<file path="src/rtl/mw_eeprom_pkg.sv">
package mw_eeprom_pkg;
  localparam int unsigned WORD_AW = 8;
  localparam int unsigned WORD_W  = 16;
  localparam int unsigned BYTE_AW = WORD_AW + 1;
  localparam int unsigned BYTE_W  = WORD_W / 2;
  localparam int unsigned LANES   = WORD_W / BYTE_W;
  localparam int unsigned DEPTH   = 1 << WORD_AW;
  localparam int unsigned CNT_W   = $clog2(WORD_W + 1);

  typedef enum logic [2:0] {ST_IDLE, ST_OPC, ST_ADDR, ST_DATA, ST_READ, ST_DONE} ser_st_t;
  typedef enum logic [2:0] {PG_NONE, PG_WRITE, PG_ERASE, PG_FILL, PG_CLEAR} pg_op_t;

  function automatic logic [CNT_W-1:0] addr_len(input logic wide);
    return wide ? CNT_W'(WORD_AW) : CNT_W'(BYTE_AW);
  endfunction

  function automatic logic [CNT_W-1:0] data_len(input logic wide);
    return wide ? CNT_W'(WORD_W) : CNT_W'(BYTE_W);
  endfunction

  function automatic logic [WORD_AW-1:0] word_index(input logic [BYTE_AW-1:0] a, input logic wide);
    return wide ? a[WORD_AW-1:0] : a[BYTE_AW-1:1];
  endfunction

  function automatic logic [LANES-1:0] lane_mask(input logic [BYTE_AW-1:0] a, input logic wide);
    return wide ? {LANES{1'b1}} : (LANES'(1) << a[0]);
  endfunction

  function automatic logic [WORD_W-1:0] spread(input logic [WORD_W-1:0] d, input logic wide);
    return wide ? d : {LANES{d[BYTE_W-1:0]}};
  endfunction

  function automatic logic [1:0] sys_cmd(input logic [BYTE_AW-1:0] a, input logic wide);
    return wide ? a[WORD_AW-1 -: 2] : a[BYTE_AW-1 -: 2];
  endfunction

  function automatic logic [WORD_W:0] read_frame(input logic [WORD_W-1:0] w,
                                                  input logic [BYTE_AW-1:0] a, input logic wide);
    if (wide) return {1'b0, w};
    return {1'b0, (a[0] ? w[WORD_W-1:BYTE_W] : w[BYTE_W-1:0]), {BYTE_W{1'b0}}};
  endfunction
endpackage

</file>
<file path="src/rtl/mw_pin_sampler.sv">
module mw_pin_sampler (
  input  logic clk,
  input  logic rst_n,
  input  logic cs,
  input  logic sk,
  input  logic di,
  input  logic org,
  output logic s_cs,
  output logic s_di,
  output logic s_org,
  output logic sk_rise,
  output logic cs_fall
);
  logic cs_q, cs_qq, sk_q, sk_qq, di_q, org_q;

  always_ff @(posedge clk or negedge rst_n) begin
    if (!rst_n) begin
      cs_q  <= 1'b0;
      cs_qq <= 1'b0;
      sk_q  <= 1'b0;
      sk_qq <= 1'b0;
      di_q  <= 1'b0;
      org_q <= 1'b1;
    end else begin
      cs_q  <= cs;
      cs_qq <= cs_q;
      sk_q  <= sk;
      sk_qq <= sk_q;
      di_q  <= di;
      org_q <= org;
    end
  end

  assign s_cs    = cs_q;
  assign s_di    = di_q;
  assign s_org   = org_q;
  assign sk_rise = sk_q & ~sk_qq;
  assign cs_fall = ~cs_q & cs_qq;
endmodule

</file>
<file path="src/rtl/mw_prog_timer.sv">
module mw_prog_timer #(
  parameter int unsigned CYCLES = 3750000
) (
  input  logic clk,
  input  logic rst_n,
  input  logic start,
  output logic busy,
  output logic done
);
  localparam int unsigned TW = $clog2(CYCLES + 1);
  logic [TW-1:0] cnt;

  assign done = busy && (cnt == TW'(CYCLES - 1));

  always_ff @(posedge clk or negedge rst_n) begin
    if (!rst_n) begin
      busy <= 1'b0;
      cnt  <= '0;
    end else if (start) begin
      busy <= 1'b1;
      cnt  <= '0;
    end else if (busy) begin
      if (done) busy <= 1'b0;
      else      cnt  <= cnt + 1'b1;
    end
  end
endmodule

</file>
<file path="src/rtl/mw_word_array.sv">
module mw_word_array #(
  parameter int unsigned WORD_W = 16,
  parameter int unsigned IDX_W  = 8,
  parameter int unsigned LANE_W = 8,
  localparam int unsigned LANES = WORD_W / LANE_W,
  localparam int unsigned DEPTH = 1 << IDX_W
) (
  input  logic              clk,
  input  logic              we,
  input  logic              wall,
  input  logic [IDX_W-1:0]  widx,
  input  logic [LANES-1:0]  wmask,
  input  logic [WORD_W-1:0] wdata,
  input  logic [IDX_W-1:0]  ridx,
  output logic [WORD_W-1:0] rdata
);
  logic [WORD_W-1:0] mem [DEPTH];

  always_ff @(posedge clk) begin
    for (int i = 0; i < DEPTH; i++) begin
      if (we && (wall || widx == IDX_W'(i))) begin
        for (int l = 0; l < LANES; l++) begin
          if (wmask[l]) mem[i][l*LANE_W +: LANE_W] <= wdata[l*LANE_W +: LANE_W];
        end
      end
    end
  end

  assign rdata = mem[ridx];
endmodule

</file>
<file path="src/rtl/mw_eeprom_ctrl.sv">
module mw_eeprom_ctrl
  import mw_eeprom_pkg::*;
#(
  parameter int unsigned PROG_CYCLES = 3750000
) (
  input  logic clk,
  input  logic rst_n,
  input  logic cs,
  input  logic sk,
  input  logic di,
  input  logic org,
  output logic dout,
  output logic dout_oe
);
  logic s_cs, s_di, s_org, sk_rise, cs_fall;
  logic prog_busy, prog_done, prog_start;
  logic status_show, wr_enable;
  ser_st_t st;
  pg_op_t pend;
  logic [CNT_W-1:0] cnt;
  logic [1:0] opc;
  logic [BYTE_AW-1:0] addr, a_next;
  logic [WORD_W-1:0] data, rdata, wdata;
  logic [WORD_W:0] rsh;
  logic start_bit, addr_last, data_last, fill_all, ones;

  mw_pin_sampler u_pins (
    .clk(clk), .rst_n(rst_n), .cs(cs), .sk(sk), .di(di), .org(org),
    .s_cs(s_cs), .s_di(s_di), .s_org(s_org), .sk_rise(sk_rise), .cs_fall(cs_fall)
  );

  mw_prog_timer #(.CYCLES(PROG_CYCLES)) u_timer (
    .clk(clk), .rst_n(rst_n), .start(prog_start), .busy(prog_busy), .done(prog_done)
  );

  assign a_next    = {addr[BYTE_AW-2:0], s_di};
  assign addr_last = (cnt == addr_len(s_org) - 1'b1);
  assign data_last = (cnt == data_len(s_org) - 1'b1);
  assign start_bit = sk_rise && s_cs && !prog_busy && (st == ST_IDLE) && s_di;
  assign prog_start = cs_fall && (st == ST_DONE) && (pend != PG_NONE) && wr_enable;
  assign fill_all  = (pend == PG_FILL) || (pend == PG_CLEAR);
  assign ones      = (pend == PG_ERASE) || (pend == PG_CLEAR);
  assign wdata     = ones ? {WORD_W{1'b1}} : spread(data, s_org);

  mw_word_array #(.WORD_W(WORD_W), .IDX_W(WORD_AW), .LANE_W(BYTE_W)) u_array (
    .clk(clk),
    .we(prog_start),
    .wall(fill_all),
    .widx(word_index(addr, s_org)),
    .wmask(fill_all ? {LANES{1'b1}} : lane_mask(addr, s_org)),
    .wdata(wdata),
    .ridx(word_index(a_next, s_org)),
    .rdata(rdata)
  );

  always_ff @(posedge clk or negedge rst_n) begin
    if (!rst_n) begin
      st          <= ST_IDLE;
      pend        <= PG_NONE;
      cnt         <= '0;
      opc         <= '0;
      addr        <= '0;
      data        <= '0;
      rsh         <= '0;
      wr_enable   <= 1'b0;
      status_show <= 1'b0;
    end else begin
      if (!prog_busy && (cs_fall || start_bit)) status_show <= 1'b0;
      if (prog_start) status_show <= 1'b1;

      if (!s_cs) begin
        st   <= ST_IDLE;
        pend <= PG_NONE;
        cnt  <= '0;
      end else if (sk_rise && !prog_busy) begin
        unique case (st)
          ST_IDLE: if (s_di) begin
            st  <= ST_OPC;
            cnt <= '0;
          end
          ST_OPC: begin
            opc <= {opc[0], s_di};
            if (cnt == CNT_W'(1)) begin
              st  <= ST_ADDR;
              cnt <= '0;
            end else cnt <= cnt + 1'b1;
          end
          ST_ADDR: begin
            addr <= a_next;
            cnt  <= cnt + 1'b1;
            if (addr_last) begin
              cnt <= '0;
              unique case (opc)
                2'b10: begin rsh <= read_frame(rdata, a_next, s_org); st <= ST_READ; end
                2'b01: begin pend <= PG_WRITE; st <= ST_DATA; end
                2'b11: begin pend <= PG_ERASE; st <= ST_DONE; end
                default: begin
                  unique case (sys_cmd(a_next, s_org))
                    2'b11:   begin wr_enable <= 1'b1; st <= ST_DONE; end
                    2'b00:   begin wr_enable <= 1'b0; st <= ST_DONE; end
                    2'b01:   begin pend <= PG_FILL;   st <= ST_DATA; end
                    default: begin pend <= PG_CLEAR;  st <= ST_DONE; end
                  endcase
                end
              endcase
            end
          end
          ST_DATA: begin
            data <= {data[WORD_W-2:0], s_di};
            if (data_last) st <= ST_DONE;
            else           cnt <= cnt + 1'b1;
          end
          ST_READ: rsh <= {rsh[WORD_W-1:0], 1'b0};
          default: ;
        endcase
      end
    end
  end

  assign dout_oe = s_cs && (status_show || st == ST_READ);
  assign dout    = status_show ? ~prog_busy : rsh[WORD_W];
endmodule

</file>
<file path="config.mk">
export PLATFORM = sky130hd
export DESIGN_NAME = mw_eeprom_ctrl
export DESIGN_NICKNAME = d
export VERILOG_FILES = /design/src/rtl/mw_eeprom_pkg.sv /design/src/rtl/mw_pin_sampler.sv /design/src/rtl/mw_prog_timer.sv /design/src/rtl/mw_word_array.sv /design/src/rtl/mw_eeprom_ctrl.sv
export SDC_FILE = /design/constraint.sdc
export NUM_CORES = 2
export LEC_CHECK = 0
export BUFFER_PORTS_ARGS = -buffer_cell sky130_fd_sc_hd__buf_2
export CAP_MARGIN = 20
export CORE_UTILIZATION = 63
export DETAILED_ROUTE_END_ITERATION = 12
export GPL_TIMING_DRIVEN = 1
export PLACE_DENSITY = 0.79
export RECOVER_POWER = 25
export SLEW_MARGIN = 20
export SYNTH_ARGS = -nofsm -noshare
export SYNTH_HDL_FRONTEND = slang
export SYNTH_SLANG_ARGS = --single-unit
export TNS_END_PERCENT = 10
</file>
<file path="constraint.sdc">
create_clock -name clk -period 7.4 [get_ports clk]
set_input_delay 2.22 -clock clk [delete_from_list [all_inputs] [get_ports clk]]
set_output_delay 2.22 -clock clk [all_outputs]
set_load 0.01 [all_outputs]
</file>
Yosys cells after proc, flatten, opt, wreduce, memory -nomap -nowiden
Memory sizes are Yosys's and may differ from the RTL's.
Cells that the tools add are included.
{"block": "word_totals", "ramBits": 4096, "inputBits": 6, "register_bits": 86, "out_inout_bits": 2, "n_memories": 1, "elab_cells": 1941}
{"name": "u_array.mem", "depth": 256, "width": 16, "rd": 1, "rd_ports_with_merged_regs": 0, "write_ports": 256, "line": "mw_word_array.sv:17", "source": "logic [WORD_W-1:0] mem [DEPTH];"}
{"block": "classes", "eq_ne": 286, "bitwise": 6, "reduce_logical": 547, "addsub": 4, "shifts": 1, "n_mux": 1079}
{"op": "$mux W1", "count": 1039}
{"op": "$eq A8 B8 Y1 const B", "count": 128}
{"op": "$eq A8 B7 Y1 const B", "count": 64}
{"op": "$logic_and A1 B1 Y1", "count": 267}
{"op": "$logic_or A1 B1 Y1", "count": 260}
{"op": "$eq A8 B6 Y1 const B", "count": 32}
{"op": "$eq A8 B5 Y1 const B", "count": 16}
{"op": "$mux W17", "count": 4}
{"op": "$mux W22", "count": 3}
{"op": "$eq A8 B4 Y1 const B", "count": 8}
{"op": "$mux W5", "count": 7}
{"op": "$pmux W17 S2", "count": 1}
{"op": "$mux W3", "count": 11}
{"op": "$eq A8 B3 Y1 const B", "count": 4}
{"op": "$mux W16", "count": 2}
{"op": "$mux W8", "count": 3}
{"op": "$add A22 B1 Y22 const B", "count": 1}
{"op": "$eq A22 B22 Y1 const B", "count": 1}
{"op": "$pmux W5 S4", "count": 1}
{"op": "$pmux W3 S3", "count": 2}
{"op": "$eq A8 B2 Y1 const B", "count": 2}
{"op": "$ne A3 B3 Y1 const B", "count": 5}
{"op": "$eq A3 B2 Y1 const B", "count": 4}
{"op": "$ne A2 B2 Y1 const B", "count": 6}
{"op": "33 further kinds", "count": 52}

Longest topological paths before layout
{"block": "depth", "word_depth": 11, "mapped_depth": 14, "ltp_nobuf": 9}

Hierarchy
From an unflattened synthesis, not the netlist that was laid out.
{"block": "unflattened", "hier_cells": 8371, "area_unflattened_um2": 165548.8}
{"module": "mw_word_array", "area_per_inst_um2": 160697.9, "cells_each": 7899, "seq_area_each_um2": 122998.0, "instances": 1}
{"module": "mw_eeprom_ctrl", "area_per_inst_um2": 3291.9, "cells_each": 315, "seq_area_each_um2": 1426.4, "instances": 1}
{"module": "mw_prog_timer", "area_per_inst_um2": 1380.1, "cells_each": 149, "seq_area_each_um2": 575.6, "instances": 1}
{"module": "mw_pin_sampler", "area_per_inst_um2": 178.9, "cells_each": 8, "seq_area_each_um2": 151.4, "instances": 1}

Worst setup path after synthesis
Ideal clock, no wire load.
{"block": "synth_path", "path_kind": "register -> register", "startpoint": "register u_pins.org_q, in the netlist u_pins.s_org", "endpoint": "memory u_array.mem[0][10], data pin", "slack_ps": 1947, "path_stages_with_launch": 7, "t_arrival_ps": 4632, "path_buffers": 4, "path_cell_list": "dfstp_2 -> buf_4 -> buf_4 -> clkbuf_1 -> clkbuf_1 -> mux2i_1 -> nand2_1"}
{"item": "from (decl)", "line": "mw_pin_sampler.sv:14", "source": "logic cs_q, cs_qq, sk_q, sk_qq, di_q, org_q;"}
{"item": "from (signal assigned)", "line": "mw_pin_sampler.sv:30", "source": "org_q <= org;"}
{"item": "to (decl)", "line": "mw_word_array.sv:17"}

==> out/qor.yml <==
run_status:
  status: "finished with violations"
  violations: "max-capacitance violations, max-slew violations"
setup_path:
  critPathRequiredTime_ps: 7650
  reg2regPathDepth: 4
  end_kind: "flop"
  critPathArrivalTime_ps: 6850
  critPathMaxFanout: 73
  critPathLaunchType: "flop"
  r2r-end: "u_array.mem[170][10]"
  reg2reg_from: "u_pins.s_org"
  critPathKind: "flop to flop"
  rrSetupSlack_ps: 800
sta:
  holdWs_ps: 375.4
  tightest_slew_ps: 4527
  final_max_slew_viol_count: 2215
  final.setup.tns_ps: 0
  timing.final.crit_share_pct: 89.23
  rsz0062_at_grt: "no"
  max_freq_mhz: 151.5
  hold_viol_final: 0
  slew_headroom_pct: -201.8
  period_needed_ps: 6603
  setup_viol: 0
  fin_skew_ps: 98.99
detailed_routing:
  first_pass_iters: 7
  antenna_left: 0
  routed_via_density: 6.967
  vias: 93740
  drc: 0
  drt-total-wl_um: 417900
  routedWlPerCell_um: 31.06
  drt_iter0_markers: 13615
hold_path:
  hold_end: "u_pins.sk_qq"
  hold_path.class: "flop to flop"
  min_path_cells: 0
  timing.hold.worst.start: "u_pins.sk_q"
floorplanning:
  core_region_area_mm2: 0.2597
  rows: 187
  die_x_um: 513.3
  chipHeight_um: 513.3
  ios: 8
  fp.dieArea_mm2: 0.2635
  start_util_pct: 63.42
clock_tree:
  cts_resized: 0
  tritoncts: "done"
  cts_hold_buf: 0
  clock_sinks: 4182
  clkSlewWorstSetupHoldPaths_ps: 60
  htree_levels: 5
  clk_latency_ps: 1040
  cts-root-buf: "clkbuf_16"
  ctsLongestPathBuffers: 4
  cts_setup_buffers: 0
  numCtsBuffers: 409
yosys:
  yosys_register_bits: 4182
  synthCells: 9778
  synthTopCellsByArea: "edfxtp_1, mux2i_1, o22ai_1, o21ai_0, nor2_1"
  synth_cell_types: 57
  synth_top_area_share_pct: 74.68
  syn_nets: 9789
  synth-main-ff-cell: "edfxtp_1"
  syn_avg_cell_area_um2: 16.84
  yosys.cell_count.top_type: "edfxtp_1"
  synthArstFlopShare_pct: 2.056
  syn-cell-area_mm2: 0.1647
  ys_warn_count: 0
  synthTopCellsByCount: "edfxtp_1, mux2i_1, o22ai_1"
  synth-edff-count: 4096
  synth_top_area_cell: "edfxtp_1"
  synth-seq-area-share_pct: 75.99
finish:
  nFillCells: 15532
  final_layout_size_suffix_gt1_share_pct: 8.570
  area_delta_synth_final_pct: 10.30
  final_nets: 9749
  stdcell_count: 13455
  final_area_mm2: 0.1817
global_route:
  gr-usage-all-layers_pct: 31.13
  overflow: 0
  grt_max_degree: 137
  grt_antenna_before_repair: 19
  first_global_vias: 90596
  grt_pass1_wl_um: 601400
power:
  p_per_area_mw_per_mm2: 260.1
  p_leak_nw: 51.85
  vdd_ir_drop_max_v: 0.0002746
  finalPower_mw: 47.26
place:
  dpl_cell_area_mm2: 0.1687
  numPortBuffers: 7
  gp_congestion: 0.9124
  hpwlAfterDp_um: 250600
  numPlacedInstances: 12724
flow_run:
  drv_cap: 26
-- sequential cells by signal (all words and copies together) (netlist names) --
signal,count
data,16
opc,2
u_pins.sk_q,1
status_show,1
u_timer.cnt,22
rsh,17
u_pins.cs_qq,1
wr_enable,1
st,3
cnt,5
u_array.mem,4096
u_pins.s_cs,1
addr,9
pend,3
u_pins.s_org,1
u_pins.s_di,1
u_timer.busy,1
u_pins.sk_qq,1
-- per-stage QoR --
stage	setup slack (ps)	utilization, %
floorplan	1947	-
detailed placement	1116	64.94
global placement	1156	64.92
CTS	1071	70.02
global route	557.9	69.94
finish	797.3	69.95
-- power by group --
part | leakage [nW] | switching (mW) | internal (mW)
Sequential | 32.0 | 0.0137 | 25.6
Combinational | 13.4 | 0.548 | 0.364
Clock | 6.45 | 8.65 | 12.1
-- critical path: stages, from the launching register on --
cell and delay, ps:
dfstp_2 1120, mux2i_1 160, nand2_1 830, clkbuf_1 1070
clkbuf_1 2550
-- final cells by class --
| type | instances | area, um^2 | share of cell area [%] |
|---|---|---|---|
| Antenna cell | 6 | 15.01 | 0.008265 |
| Clock buffer | 487 | 10630 | 5.854 |
| Clock inverter | 233 | 2547 | 1.402 |
| Inverter | 11 | 41.29 | 0.02273 |
| Multi-Input combinational cell | 4916 | 36770 | 20.24 |
| Sequential cell | 4182 | 125200 | 68.89 |
| Tap cell | 3402 | 4257 | 2.343 |
| Timing Repair Buffer | 218 | 2251 | 1.239 |
-- cells in the final DEF (no fill, tap or decap), drive strengths merged, types with 5 or more instances in the layout --
master and n:
a211oi 16, a21oi 265, a31oi 10, a41oi 128, and3 6, buf 201
bufinv 54, clkbuf 504, clkinv 166, clkinvlp 10, dfrtp 85, diode 6
edfxtp 4096, ha 5, inv 14, mux2 28, mux2i 2068, nand2 64
nand2b 15, nand3 13, nand4 5, nor2 621, nor3 10, nor4 33
o21ai 527, o22ai 1033, or2 6, xnor2 8, xor2 13
-- how the worst max path moves through the flow --
stage                 startpoint              endpoint  slack, ps  depth (start not counted)
finish              u_pins.s_org  u_array.mem[170][10]        800                          4
global route               rst_n                rsh[1]        560                          2
CTS                 u_pins.s_org                rsh[9]       1070                         12
detailed placement  u_pins.s_org               rsh[12]       1120                         12
global placement    u_pins.s_org               rsh[12]       1160                         12
floorplan           u_pins.s_org    u_array.mem[0][10]       1950                          6
-- cells by family (layout without fill, tap and decap cells) --
group,after synthesis,in the layout,share of synthesized area (%)
compound gates,1997,1997,7.219
xor+xnor,21,21,0.1117
fa+ha+maj,5,5,0.03798
buf+inv,680,949,1.891
flops,4182,4182,75.99
mux,2096,2096,12.76
other cells,0,6,0
simple gates,797,797,1.989
-- routing by layer --
layer  track usage (%)  vias up  share of wire (%)
met3             7.663     1062                 13
met1             43.65    46991                 37
li1                  -    38897                  -
met2             46.65     6776                 45
met4             14.03       14                4.9
met5                 0        -              0.053
(Power assumes the default switching activity.)
